**config.mk**
```make
export PLATFORM = sky130hd
export DESIGN_NAME = cs_window_decoder
export DESIGN_NICKNAME = d
export VERILOG_FILES = /design/src/rtl/segdec_pkg.sv /design/src/rtl/seg_regs.sv /design/src/rtl/seg_match.sv /design/src/rtl/cs_window_decoder.sv
export SDC_FILE = /design/constraint.sdc
export NUM_CORES = 1
export LEC_CHECK = 0
export BUFFER_PORTS_ARGS = -buffer_cell sky130_fd_sc_hd__buf_2
export CAP_MARGIN = 10
export CORE_MARGIN = 1.5
export CORE_UTILIZATION = 45
export DETAILED_ROUTE_END_ITERATION = 16
export GPL_TIMING_DRIVEN = 1
export PLACE_DENSITY_LB_ADDON = 0.08
export SYNTH_ARGS = -nofsm -noshare
export SYNTH_HDL_FRONTEND = slang
export SYNTH_SLANG_ARGS = --single-unit
```
**constraint.sdc**
```tcl
create_clock -name clk -period 4.2 [get_ports clk]
set_input_delay 0.42 -clock clk [delete_from_list [all_inputs] [get_ports clk]]
set_output_delay 0.42 -clock clk [all_outputs]
set_load 0.005 [all_outputs]
```
**src/rtl/segdec_pkg.sv**
```systemverilog
package segdec_pkg;
    localparam int FIELD_W = 8;

    typedef struct packed {
        logic [FIELD_W-1:0] fend;
        logic [FIELD_W-1:0] fstart;
    } seg_t;
endpackage

```
**src/rtl/seg_regs.sv**
```systemverilog
module seg_regs
    import segdec_pkg::*;
#(
    parameter int NUM_CS      = 3,
    parameter int RANGE_UNITS = 32,
    parameter int REG_BASE    = 8'h30
) (
    input  logic                     clk,
    input  logic                     rst_n,
    input  logic                     wr_en_i,
    input  logic [7:0]               addr_i,
    input  logic [31:0]              wdata_i,
    output logic [31:0]              rdata_o,
    output seg_t [NUM_CS-1:0]        segs_o
);
    typedef struct packed {
        seg_t [NUM_CS-1:0] seg;
    } state_t;

    state_t state_d, state_q;

    logic [7:0]        rel_off;
    logic [NUM_CS-1:0] sel;
    seg_t              new_seg;
    logic [8:0]        base_ext;
    logic [8:0]        limit;
    logic              fits;

    assign rel_off = addr_i - 8'(REG_BASE);
    assign new_seg = seg_t'(wdata_i[31:16]);

    always_comb begin
        for (int k = 0; k < NUM_CS; k++) begin
            sel[k] = (addr_i >= 8'(REG_BASE)) && (rel_off[1:0] == 2'b00)
                     && (rel_off[7:2] == 6'(k));
        end
    end

    assign base_ext = sel[0] ? {1'b0, new_seg.fstart} : {1'b0, state_q.seg[0].fstart};
    assign limit    = base_ext + 9'(RANGE_UNITS);
    assign fits     = ({1'b0, new_seg.fend} <= limit);

    always_comb begin
        state_d = state_q;
        rdata_o = 32'h0;
        for (int k = 0; k < NUM_CS; k++) begin
            if (sel[k]) begin
                rdata_o = {state_q.seg[k], 16'h0000};
                if (wr_en_i && fits) begin
                    state_d.seg[k] = new_seg;
                end
            end
        end
    end

    always_ff @(posedge clk or negedge rst_n) begin
        if (!rst_n) begin
            state_q <= '0;
        end else begin
            state_q <= state_d;
        end
    end

    assign segs_o = state_q.seg;

    for (genvar g = 0; g < NUM_CS; g++) begin : g_chk
        p_reject_keep_r8 : assert property (@(posedge clk) disable iff (!rst_n)
            (wr_en_i && sel[g] && !fits) |=> $stable(segs_o[g]));
        p_accept_store_r9 : assert property (@(posedge clk) disable iff (!rst_n)
            (wr_en_i && sel[g] && fits) |=> (segs_o[g] == $past(wdata_i[31:16])));
        p_other_keep_r2 : assert property (@(posedge clk) disable iff (!rst_n)
            (!(wr_en_i && sel[g])) |=> $stable(segs_o[g]));
    end
endmodule

```
**src/rtl/seg_match.sv**
```systemverilog
module seg_match
    import segdec_pkg::*;
#(
    parameter int NUM_CS     = 3,
    parameter int ADDR_W     = 32,
    parameter int UNIT_SHIFT = 23
) (
    input  logic                  clk,
    input  logic                  rst_n,
    input  seg_t [NUM_CS-1:0]     segs_i,
    input  logic                  valid_i,
    input  logic [ADDR_W-1:0]     addr_i,
    output logic [NUM_CS-1:0]     cs_o,
    output logic [ADDR_W-1:0]     offset_o,
    output logic                  err_o
);
    localparam int UW = ADDR_W - UNIT_SHIFT;
    localparam int CW = (UW > FIELD_W) ? UW : FIELD_W;

    logic [CW-1:0]     unit;
    logic [NUM_CS-1:0] hit;

    assign unit = CW'(addr_i[ADDR_W-1:UNIT_SHIFT]);

    for (genvar g = 0; g < NUM_CS; g++) begin : g_win
        logic [CW-1:0] s_ext, e_ext;
        assign s_ext  = CW'(segs_i[g].fstart);
        assign e_ext  = CW'(segs_i[g].fend);
        assign hit[g] = valid_i && (s_ext < e_ext) && (unit >= s_ext) && (unit < e_ext);

        p_inside_r3 : assert property (@(posedge clk) disable iff (!rst_n)
            cs_o[g] |-> ((unit >= s_ext) && (unit < e_ext)));
        p_closed_r4 : assert property (@(posedge clk) disable iff (!rst_n)
            cs_o[g] |-> (segs_i[g].fstart < segs_i[g].fend));
    end

    always_comb begin
        logic found;
        found    = 1'b0;
        cs_o     = '0;
        offset_o = '0;
        for (int k = 0; k < NUM_CS; k++) begin
            if (hit[k] && !found) begin
                found    = 1'b1;
                cs_o[k]  = 1'b1;
                offset_o = addr_i - (ADDR_W'(segs_i[k].fstart) << UNIT_SHIFT);
            end
        end
        err_o = valid_i && !found;
    end

    p_onehot_r3 : assert property (@(posedge clk) disable iff (!rst_n) $onehot0(cs_o));
    p_err_nocs_r7 : assert property (@(posedge clk) disable iff (!rst_n)
        err_o |-> (cs_o == '0));
    p_offset_r6 : assert property (@(posedge clk) disable iff (!rst_n)
        (cs_o == '0) |-> (offset_o == '0));
endmodule

```
**src/rtl/cs_window_decoder.sv**
```systemverilog
module cs_window_decoder
    import segdec_pkg::*;
#(
    parameter int NUM_CS      = 3,
    parameter int ADDR_W      = 32,
    parameter int UNIT_SHIFT  = 23,
    parameter int RANGE_UNITS = 32,
    parameter int REG_BASE    = 8'h30
) (
    input  logic              clk,
    input  logic              rst_n,
    input  logic              reg_wr_en,
    input  logic [7:0]        reg_addr,
    input  logic [31:0]       reg_wdata,
    output logic [31:0]       reg_rdata,
    input  logic              lk_valid,
    input  logic [ADDR_W-1:0] lk_addr,
    output logic [NUM_CS-1:0] lk_cs,
    output logic [ADDR_W-1:0] lk_offset,
    output logic              lk_err
);
    seg_t [NUM_CS-1:0] segs;

    seg_regs #(
        .NUM_CS      (NUM_CS),
        .RANGE_UNITS (RANGE_UNITS),
        .REG_BASE    (REG_BASE)
    ) regs_i (
        .clk     (clk),
        .rst_n   (rst_n),
        .wr_en_i (reg_wr_en),
        .addr_i  (reg_addr),
        .wdata_i (reg_wdata),
        .rdata_o (reg_rdata),
        .segs_o  (segs)
    );

    seg_match #(
        .NUM_CS     (NUM_CS),
        .ADDR_W     (ADDR_W),
        .UNIT_SHIFT (UNIT_SHIFT)
    ) match_i (
        .clk      (clk),
        .rst_n    (rst_n),
        .segs_i   (segs),
        .valid_i  (lk_valid),
        .addr_i   (lk_addr),
        .cs_o     (lk_cs),
        .offset_o (lk_offset),
        .err_o    (lk_err)
    );

    p_idle_r7 : assert property (@(posedge clk) disable iff (!rst_n)
        !lk_valid |-> ((lk_cs == '0) && !lk_err));
endmodule

```
==> flow_metrics.tcl <==
set metrics [dict create \
    outcome "finished, final reports clean" \
    largest_register_ffs 48 \
    clock_path_buffers 2 \
    gp_congestion 0.917 \
    maxCapViolCount 0 \
    relSlewSlack 0.483 \
    nNetsFinal 867 \
    worstPathArrival_ns 3.37 \
    drtIter0Drc 285 \
    rsz0062_at_grt "false" \
    rr_endpoint "regs_i.segs_o[32]$_DFFE_PN0P_" \
    startpoint_type "flip-flop" \
    power.switching_uw 460 \
    p_per_area_nw_per_um2 228 \
    row_count 39 \
    drt_first_pass_iters 4 \
    fin_crit_ns 3.79 \
    skew_ns 0.00387 \
    cts_buffers 5 \
    hold_buffers 0 \
    die_area_um2 12300 \
    synth.distinct_cells 61 \
    root_buffer "clkbuf_16" \
    stdcell_area_um2 6070 \
    clock-sinks 48 \
    synthesis.area_um2 5230 \
    cts_resized 0 \
    finalCritPeriodShare 0.904 \
    cts_setup_buffers 0 \
    area_growth_syn_to_layout_pct 16.1 \
    drv_slew 0 \
    synth_compound_area_frac 0.167 \
    syn_inst 604 \
    die_y_um 111 \
    numPortBuffers 111 \
    synth_flop_cell "dfrtp_1" \
    drive_above_1_share 0.242 \
    clkSlewWorstSetupHoldPaths_ns 0.06 \
    syn_area_per_cell_um2 8.65 \
    coreArea_um2 11400 \
    antenna_found_initial 0 \
    setup_viol 0 \
    reg2reg_slack_ns 1.25 \
    dp_hpwl_um 12000 \
    grt_pass1_vias 4513 \
    avgViaCountPerCell 5.55 \
    p_sw_frac 0.333 \
    hold_viol_final 0 \
    hold_path_class "primary input to asynchronous set/reset pin" \
    finalWirelength_um 14900 \
    peakVddDrop_mv 0.191 \
    power_uw 1380 \
    ant_nets 0 \
    yosys.area_share.simple 0.174 \
    synth_xor_area_frac 0.0251 \
    htree_levels 2 \
    vias 4754 \
    p_int_uw 923 \
    pwr-share-seq 0.368 \
    detailedPlace.worstSlack_ns 0.475 \
    path_class "flip-flop to output pin" \
    remaining_drc_errors 0 \
    p_leak_uw 0.00307 \
    synth-seq-cells 48 \
    path_max_fanout 24 \
    worstMarginPinSlew_ns 0.773 \
    crit_path_end_kind "output pin" \
    fmax_mhz 264 \
    use_met3 0.0268 \
    use_met1 0.320 \
    wl_per_cell_um 17.4 \
    ys_seq_area_frac 0.230 \
    mostFrequentLayoutCells "111 x buf_2, 75 x ha_1, 56 x inv_1" \
    top_level_ports 144 \
    critPathRequiredTime_ns 3.78 \
    dpl-instance-area_um2 5900 \
    diodes 0 \
    cts_tree "done" \
    worstRegToRegCells 12 \
    yosys_warnings 0 \
    setup_tns_ns 0 \
    synth_edf_count 0 \
    pwr-share-clk 0.296 \
    start_util 0.460 \
    synth.area.mux_share 0.129 \
    num-fill-cells 1098 \
    fin_ws_ns 0.405 \
    comb_power_share 0.337 \
    grt_start_max_net_pins 49 \
    grt_remaining_overflow 0 \
    busiest_layer "met2" \
    rr_startpoint "regs_i.segs_o[5]$_DFFE_PN0P_" \
    met2_usage 0.410 \
    async_flop_share 1.00 \
    grt_pass1_wl_um 23500 \
    synth_top_family_by_area "adder cells" \
    synth-adder-area-share 0.191 \
    clk_latency_ns 0.29 \
    die_w_um 111 \
    track_usage 0.239 \
    final_common_cell "buf_2" \
]
[kinds of logic (layout without fill, tap and decap cells)]
kind of cell	after synthesis	after routing
AND/OR/NAND/NOR	169	169
AO/OA/AOI/OAI	141	141
buffers and inverters	93	188
adder cells (fa/ha/maj)	78	78
multiplexers	59	59
flip-flops	48	48
XOR/XNOR	15	15
other	1	16
[synthesized netlist by cell type (4+ instances only)]
cell type	n	share of area
ha_1	75	0.18
inv_1	56	0.040
a21oi_1	48	0.046
dfrtp_1	48	0.23
nor2_1	46	0.033
o21ai_0	36	0.034
nand2_1	35	0.025
nor2b_1	32	0.038
mux2_2	26	0.056
mux2i_1	23	0.044
buf_4	18	0.026
a21o_1	15	0.022
nand4_1	12	0.014
clkbuf_1	11	0.0079
mux2_4	10	0.029
nand3_1	8	0.0077
xnor2_1	8	0.013
xor2_1	7	0.012
a211oi_1	6	0.0086
o21a_1	6	0.0086
nor3_1	5	0.0048
a22oi_1	4	0.0057
buf_2	4	0.0038
o2111ai_1	4	0.0067
or3_1	4	0.0048
[power by group through the flow]
stage | logic (uW) | clock network, uW | registers [uW]
global placement | 450 | 0 | 516
detailed placement | 461 | 0 | 517
CTS | 464 | 419 | 508
floorplan | 312 | 0 | 507
global route | 520 | 435 | 512
finish | 466 | 409 | 509
[critical path: stages, from the launching register on]
cell and delay [ns]:
dfrtp_1 0.45, inv_1 0.07, ha_1 0.28, nor2b_1 0.14, o31a_1 0.30, o22a_1 0.24
o2111ai_2 0.43, inv_1 0.17, nor3_4 0.67, and2_1 0.22, buf_2 0.11
[per-stage QoR]
stage	hold WS, ns	instances	util
floorplan	0.124	619	-
global route	0.0293	857	0.534
finish	0.0192	857	0.534
CTS	0.381	856	0.532
detailed placement	0.531	848	0.519
global placement	0.520	848	0.519
[worst max-delay path by stage]
stage / start / slack (ns) / end / cells after the start
CTS: regs_i.segs_o[33]$_DFFE_PN0P_ / 0.37 / lk_err / 10
detailed placement: reg_addr[1] / 0.48 / regs_i.segs_o[40]$_DFFE_PN0P_ / 15
finish: regs_i.segs_o[33]$_DFFE_PN0P_ / 0.41 / lk_err / 10
global route: regs_i.segs_o[33]$_DFFE_PN0P_ / 0.13 / lk_err / 10
global placement: reg_addr[1] / 0.56 / regs_i.segs_o[45]$_DFFE_PN0P_ / 16
floorplan: reg_addr[1] / 0.41 / regs_i.segs_o[16]$_DFFE_PN0P_ / 16
[routing by layer]
layer  up-vias  part of all wire
met5         -                 0
met3        18             0.040
li1       2344                 -
met1      2278              0.46
met4         0             0.018
met2       114              0.48
[final cells by class]
type / count / area (um2) / share of cell area
clock buffer: 7 / 143 / 0.0235
clock inverter: 1 / 7.51 / 0.00124
inverter: 56 / 210 / 0.0346
multi-input combinational: 478 / 3650 / 0.602
sequential: 48 / 1200 / 0.198
tap: 143 / 179 / 0.0295
timing repair buffer: 124 / 678 / 0.112
Power figures use the tool's default switching activity.
